--- src/rtl/gf256_tower_inv.sv ---
module gf256_tower_inv #(
  parameter logic [3:0] LAMBDA = 4'b1100
) (
  input  logic       clk,
  input  logic       rst,
  input  logic       in_valid,
  input  logic [7:0] in_byte,
  output logic       out_valid,
  output logic [7:0] out_byte
);

  // GF(4): w^2 = w + 1
  function automatic logic [1:0] g4_mul(input logic [1:0] a, input logic [1:0] b);
    logic hh;
    hh = a[1] & b[1];
    return {hh ^ (a[1] & b[0]) ^ (a[0] & b[1]), hh ^ (a[0] & b[0])};
  endfunction

  function automatic logic [1:0] g4_sq(input logic [1:0] a);
    return {a[1], a[1] ^ a[0]};
  endfunction

  // x^-1 = x^2 in GF(4); zero maps to zero
  function automatic logic [1:0] g4_inv(input logic [1:0] a);
    return g4_sq(a);
  endfunction

  // multiply by w (2'b10)
  function automatic logic [1:0] g4_phi(input logic [1:0] a);
    return {a[1] ^ a[0], a[1]};
  endfunction

  // GF(16): y^2 = y + w
  function automatic logic [3:0] g16_mul(input logic [3:0] a, input logic [3:0] b);
    logic [1:0] lo_p, hi_p, mid_p;
    lo_p  = g4_mul(a[1:0], b[1:0]);
    hi_p  = g4_mul(a[3:2], b[3:2]);
    mid_p = g4_mul(a[3:2] ^ a[1:0], b[3:2] ^ b[1:0]);
    return {mid_p ^ lo_p, lo_p ^ g4_phi(hi_p)};
  endfunction

  function automatic logic [3:0] g16_sq(input logic [3:0] a);
    logic [1:0] h2;
    h2 = g4_sq(a[3:2]);
    return {h2, g4_phi(h2) ^ g4_sq(a[1:0])};
  endfunction

  function automatic logic [3:0] g16_inv(input logic [3:0] d);
    logic [1:0] e, ei;
    e  = g4_phi(g4_sq(d[3:2])) ^ g4_mul(d[3:2], d[1:0]) ^ g4_sq(d[1:0]);
    ei = g4_inv(e);
    return {g4_mul(d[3:2], ei), g4_mul(d[3:2] ^ d[1:0], ei)};
  endfunction

  logic [3:0] a1, a0;
  assign a1 = in_byte[7:4];
  assign a0 = in_byte[3:0];

  logic       s1_v, s2_v, s3_v, s4_v, s5_v;
  logic [3:0] s1_p01, s1_sq0, s1_sq1, s1_a1, s1_s;
  logic [3:0] s2_t, s2_c, s2_a1, s2_s;
  logic [3:0] s3_delta, s3_a1, s3_s;
  logic [3:0] s4_dinv, s4_a1, s4_s;
  logic [3:0] s5_hi, s5_lo;

  always_ff @(posedge clk) begin
    if (rst) begin
      s1_v <= 1'b0;
      s2_v <= 1'b0;
      s3_v <= 1'b0;
      s4_v <= 1'b0;
      s5_v <= 1'b0;
    end else begin
      s1_v <= in_valid;
      s2_v <= s1_v;
      s3_v <= s2_v;
      s4_v <= s3_v;
      s5_v <= s4_v;
    end
  end

  always_ff @(posedge clk) begin
    // stage 1: products and squares
    s1_p01   <= g16_mul(a0, a1);
    s1_sq0   <= g16_sq(a0);
    s1_sq1   <= g16_sq(a1);
    s1_a1    <= a1;
    s1_s     <= a0 ^ a1;
    // stage 2: first sum and constant multiply
    s2_t     <= s1_p01 ^ s1_sq0;
    s2_c     <= g16_mul(LAMBDA, s1_sq1);
    s2_a1    <= s1_a1;
    s2_s     <= s1_s;
    // stage 3: norm
    s3_delta <= s2_t ^ s2_c;
    s3_a1    <= s2_a1;
    s3_s     <= s2_s;
    // stage 4: 4-bit inverse
    s4_dinv  <= g16_inv(s3_delta);
    s4_a1    <= s3_a1;
    s4_s     <= s3_s;
    // stage 5: output products
    s5_hi    <= g16_mul(s4_a1, s4_dinv);
    s5_lo    <= g16_mul(s4_s, s4_dinv);
  end

  assign out_valid = s5_v;
  assign out_byte  = {s5_hi, s5_lo};

  AST_RESET_CLEARS: assert property (@(posedge clk) disable iff (rst) $past(rst) |-> !out_valid);
  AST_NORM_NONZERO: assert property (@(posedge clk) disable iff (rst) (s3_v && (s3_a1 | s3_s) != 4'd0) |-> s3_delta != 4'd0);
  AST_ZERO_NORM_ZERO_INV: assert property (@(posedge clk) disable iff (rst) (s3_v && s3_delta == 4'd0) |=> s4_dinv == 4'd0);
  AST_INV_NONZERO: assert property (@(posedge clk) disable iff (rst) (s3_v && s3_delta != 4'd0) |=> s4_dinv != 4'd0);
  AST_OUT_NONZERO: assert property (@(posedge clk) disable iff (rst) (s4_v && (s4_a1 | s4_s) != 4'd0) |=> out_byte != 8'd0);

endmodule

--- config.mk ---
export PLATFORM = sky130hd
export DESIGN_NAME = gf256_tower_inv
export DESIGN_NICKNAME = d
export VERILOG_FILES = /design/src/rtl/gf256_tower_inv.sv
export SDC_FILE = /design/constraint.sdc
export NUM_CORES = 1
export LEC_CHECK = 0
export ABC_CLOCK_PERIOD_IN_PS = 3600
export BUFFER_PORTS_ARGS = -buffer_cell sky130_fd_sc_hd__buf_2
export CAP_MARGIN = 20
export CORE_ASPECT_RATIO = 0.75
export CORE_MARGIN = 2
export CORE_UTILIZATION = 29
export CTS_BUF_LIST = sky130_fd_sc_hd__clkbuf_16
export DETAILED_ROUTE_END_ITERATION = 8
export HOLD_SLACK_MARGIN = 0.08
export PLACE_DENSITY = 0.54
export SYNTH_ARGS = -nofsm -noshare
export SYNTH_HDL_FRONTEND = slang
export SYNTH_SLANG_ARGS = --single-unit
--- constraint.sdc ---
create_clock -name clk -period 3.6 [get_ports clk]
set_input_delay 0.72 -clock clk [delete_from_list [all_inputs] [get_ports clk]]
set_output_delay 0.72 -clock clk [all_outputs]
set_load 0.02 [all_outputs]
==> reports/summary.txt <==
total CTS buffers: 9
final hold vios: 0
sequential-to-total area share from yosys stat: 57.4%
drt first pass iters: 4
design area: 3070 sq um
I/O pin total: 20
Clk pwr share: 32.1%
Core Area: 8420 sq um
grt ovf: 0
largest net degree at the start of global routing: 14
Yosys warning total: 0
latest clock arrival within the worst-skew pair: 0.32 ns
fill count: 852
CTS clk-pin slew, worst paths: 0.06 ns
dpl hpwl: 2520 microns
vias in the first global route: 1,424
initial antenna violation count: 0
r2r endpoint: s4_dinv[0]
Post-Syn Nets: 236
Max Clock Freq: 0.547 GHz
Nets: 261
switching power: 0.000938 W
share of the synthesized area in the top cell type: 57.4%
drc violations: 0
Seq pwr share: 36.3%
crit path to: s4_dinv[0]
GPL Wtd Cong: 0.820
Cell Area, Placed: 2720 sq um
leading area contributor after synthesis: dfxtp_1
commonest non-fill, non-tap cell in the layout: dfxtp_1
Post-synth EDFFs: 0
most frequent cells in the layout: dfxtp_1, xnor2_1, xor2_1
top cells by area, synth: dfxtp_1, xnor2_1, xor2_1
Multi-input gate area: 1040 sq um
Sw Ratio: 30.2%
Tmin final: 1.83 ns
Core Util, Final: 36.4%
Rows: 29
DIE WIDTH: 111 microns
vias per cell: 3.98
buffers from clock root to sink, at most: 2
CTS-repair resized insts: 0
routed length per placed instance: 9.61 microns
ys flop type: dfxtp_1
# clock sinks: 72
RR Startpoint: s3_delta[2]
CP endpoint kind: flip-flop
crit-path max FO: 7
root buffer cell: clkbuf_16
Worst-Margin Slew: 0.452 ns
Min-Delay Path Class: reg -> reg
setup repair bufs after CTS: 0
count of pins over their slew limit: 0
Cell Area, Synth: 2510 sq um
DRT iter0 DRCs: 33
outcome: finished, final reports clean
kind of critical path: reg -> reg
Slew headroom: 69.5%
Pleak: 1.30 nW
Placed Cells: 341
ys async rst share: 0%
share of cells above drive strength 1: 15.7%
CP Data Required Time: 3.87 ns
Chip Height: 84.6 microns
maximum vdd drop: 0.000295 V
Initial Utilization: 29.8%
internal power: 0.00217 W
final setup fails: 0
Die ar.: 9430 sq um
Avg Inst Size Synth: 11.5 sq um
startpoint types: flip-flop
final cycle utilization of the critical path: 50.8%
H-tree levels: 3
CTS tree: done
Worst R2R Setup Slack: 1.77 ns
Non-Filler Instances: 357
number of port buffers: 19
Antenna diodes: 0
Setup TNS Final: 0 ns
Max-Cap Viols: 0
total power per unit cell area: 1010 nW/um^2
CTS Hold Buffers Added: 0
Yosys cell types: 28
Overall Global Routing Usage: 8.70%
Sequential Area: 1440 sq um
Mapped Cells: 219
via count: 1,421
combinational share of power: 31.7%
clk_skew: 0.00746 ns
area grow syn2layout: 22.1%
Antenna Nets Post-Route: 0
Data arrival, critical path: 2.10 ns
R2R depth: 6
unrepaired setup endpoints after global routing: no
Critical Path Start: s3_delta[2]
synthesized flop and latch total: 72
WHS: 0.322 ns
first-pass GRT wire length: 6390 microns
DRT Wirelength: 3430 microns
[critical path, cell delays in order (launching register included)]
cell and delay (ns):
dfxtp_1 0.44, ha_1 0.23, xor2_2 0.23, xnor3_1 0.41, or2_0 0.25, o21ai_0 0.08, a21o_1 0.14
[metal layers]
| metal | vias to the layer above | global-route usage [%] | share of wire [%] |
|---|---|---|---|
| li1 | 761 | - | - |
| met5 | - | 0 | 0 |
| met2 | 30 | 13.0 | 42 |
| met3 | 6 | 4.12 | 5.8 |
| met1 | 624 | 10.7 | 51 |
| met4 | 0 | 4.04 | 1.3 |
[worst min-delay path by stage]
stage | to | slack [ns] | from | cells after the start
floorplan | s2_a1[0] | 0.31 | s1_a1[0] | 0
global placement | s4_s[3] | 0.31 | s3_s[3] | 0
detailed placement | s4_a1[1] | 0.31 | s3_a1[1] | 0
CTS | s4_a1[3] | 0.32 | s3_a1[3] | 0
global route | s2_a1[0] | 0.33 | s1_a1[0] | 0
finish | s4_a1[3] | 0.32 | s3_a1[3] | 0
[layout make-up]
type | instances | share of cell area, %
clock buffers | 9 | 7.34
clock inverters | 7 | 3.92
inverters | 3 | 0.367
multi-input cells | 139 | 33.9
flip-flops and latches | 72 | 47.0
well taps | 108 | 4.40
repair buffers | 19 | 3.10
[metrics by stage]
step	worst slack, ns	power, W
3_3_place_gp	1.79	0.00213
3_5_place_dp	1.78	0.00214
4_1_cts	1.76	0.00315
6_report	1.77	0.00311
2_1_floorplan	1.93	0.00195
5_1_grt	1.59	0.00335
[cell usage after synthesis, types with 2 or more instances]
library cell,number
a21o_1,2
a21oi_1,4
a22oi_1,2
clkbuf_1,4
dfxtp_1,72
ha_1,6
inv_1,3
mux2_2,2
mux2i_1,3
nand2_1,19
nand2b_1,2
nor2_1,12
nor2b_1,6
nor3_1,2
o211ai_1,2
o21ai_0,12
o22ai_1,2
xnor2_1,29
xnor3_1,2
xor2_1,25
[cells by family after synthesis]
kind of cell             after synthesis  share of synthesized area [%]
flip-flops                            72                           57.4
AND/OR/NAND/NOR                       43                           7.62
adder cells (fa/ha/maj)                6                           2.99
buffers and inverters                  8                           1.24
AO/OA/AOI/OAI                         27                           6.47
multiplexers                           5                           2.09
XOR/XNOR                              58                           22.2
[power groups by stage]
stage	Combinational, W	Clock (W)	Sequential (W)
3_3_place_gp	0.000987	0	0.00114
4_1_cts	0.000997	0.00102	0.00113
5_1_grt	0.00113	0.00106	0.00116
3_5_place_dp	0.000993	0	0.00115
6_report	0.000985	0.000996	0.00113
2_1_floorplan	0.000806	0	0.00115
Note: power is estimated with default switching activity, not from simulation.
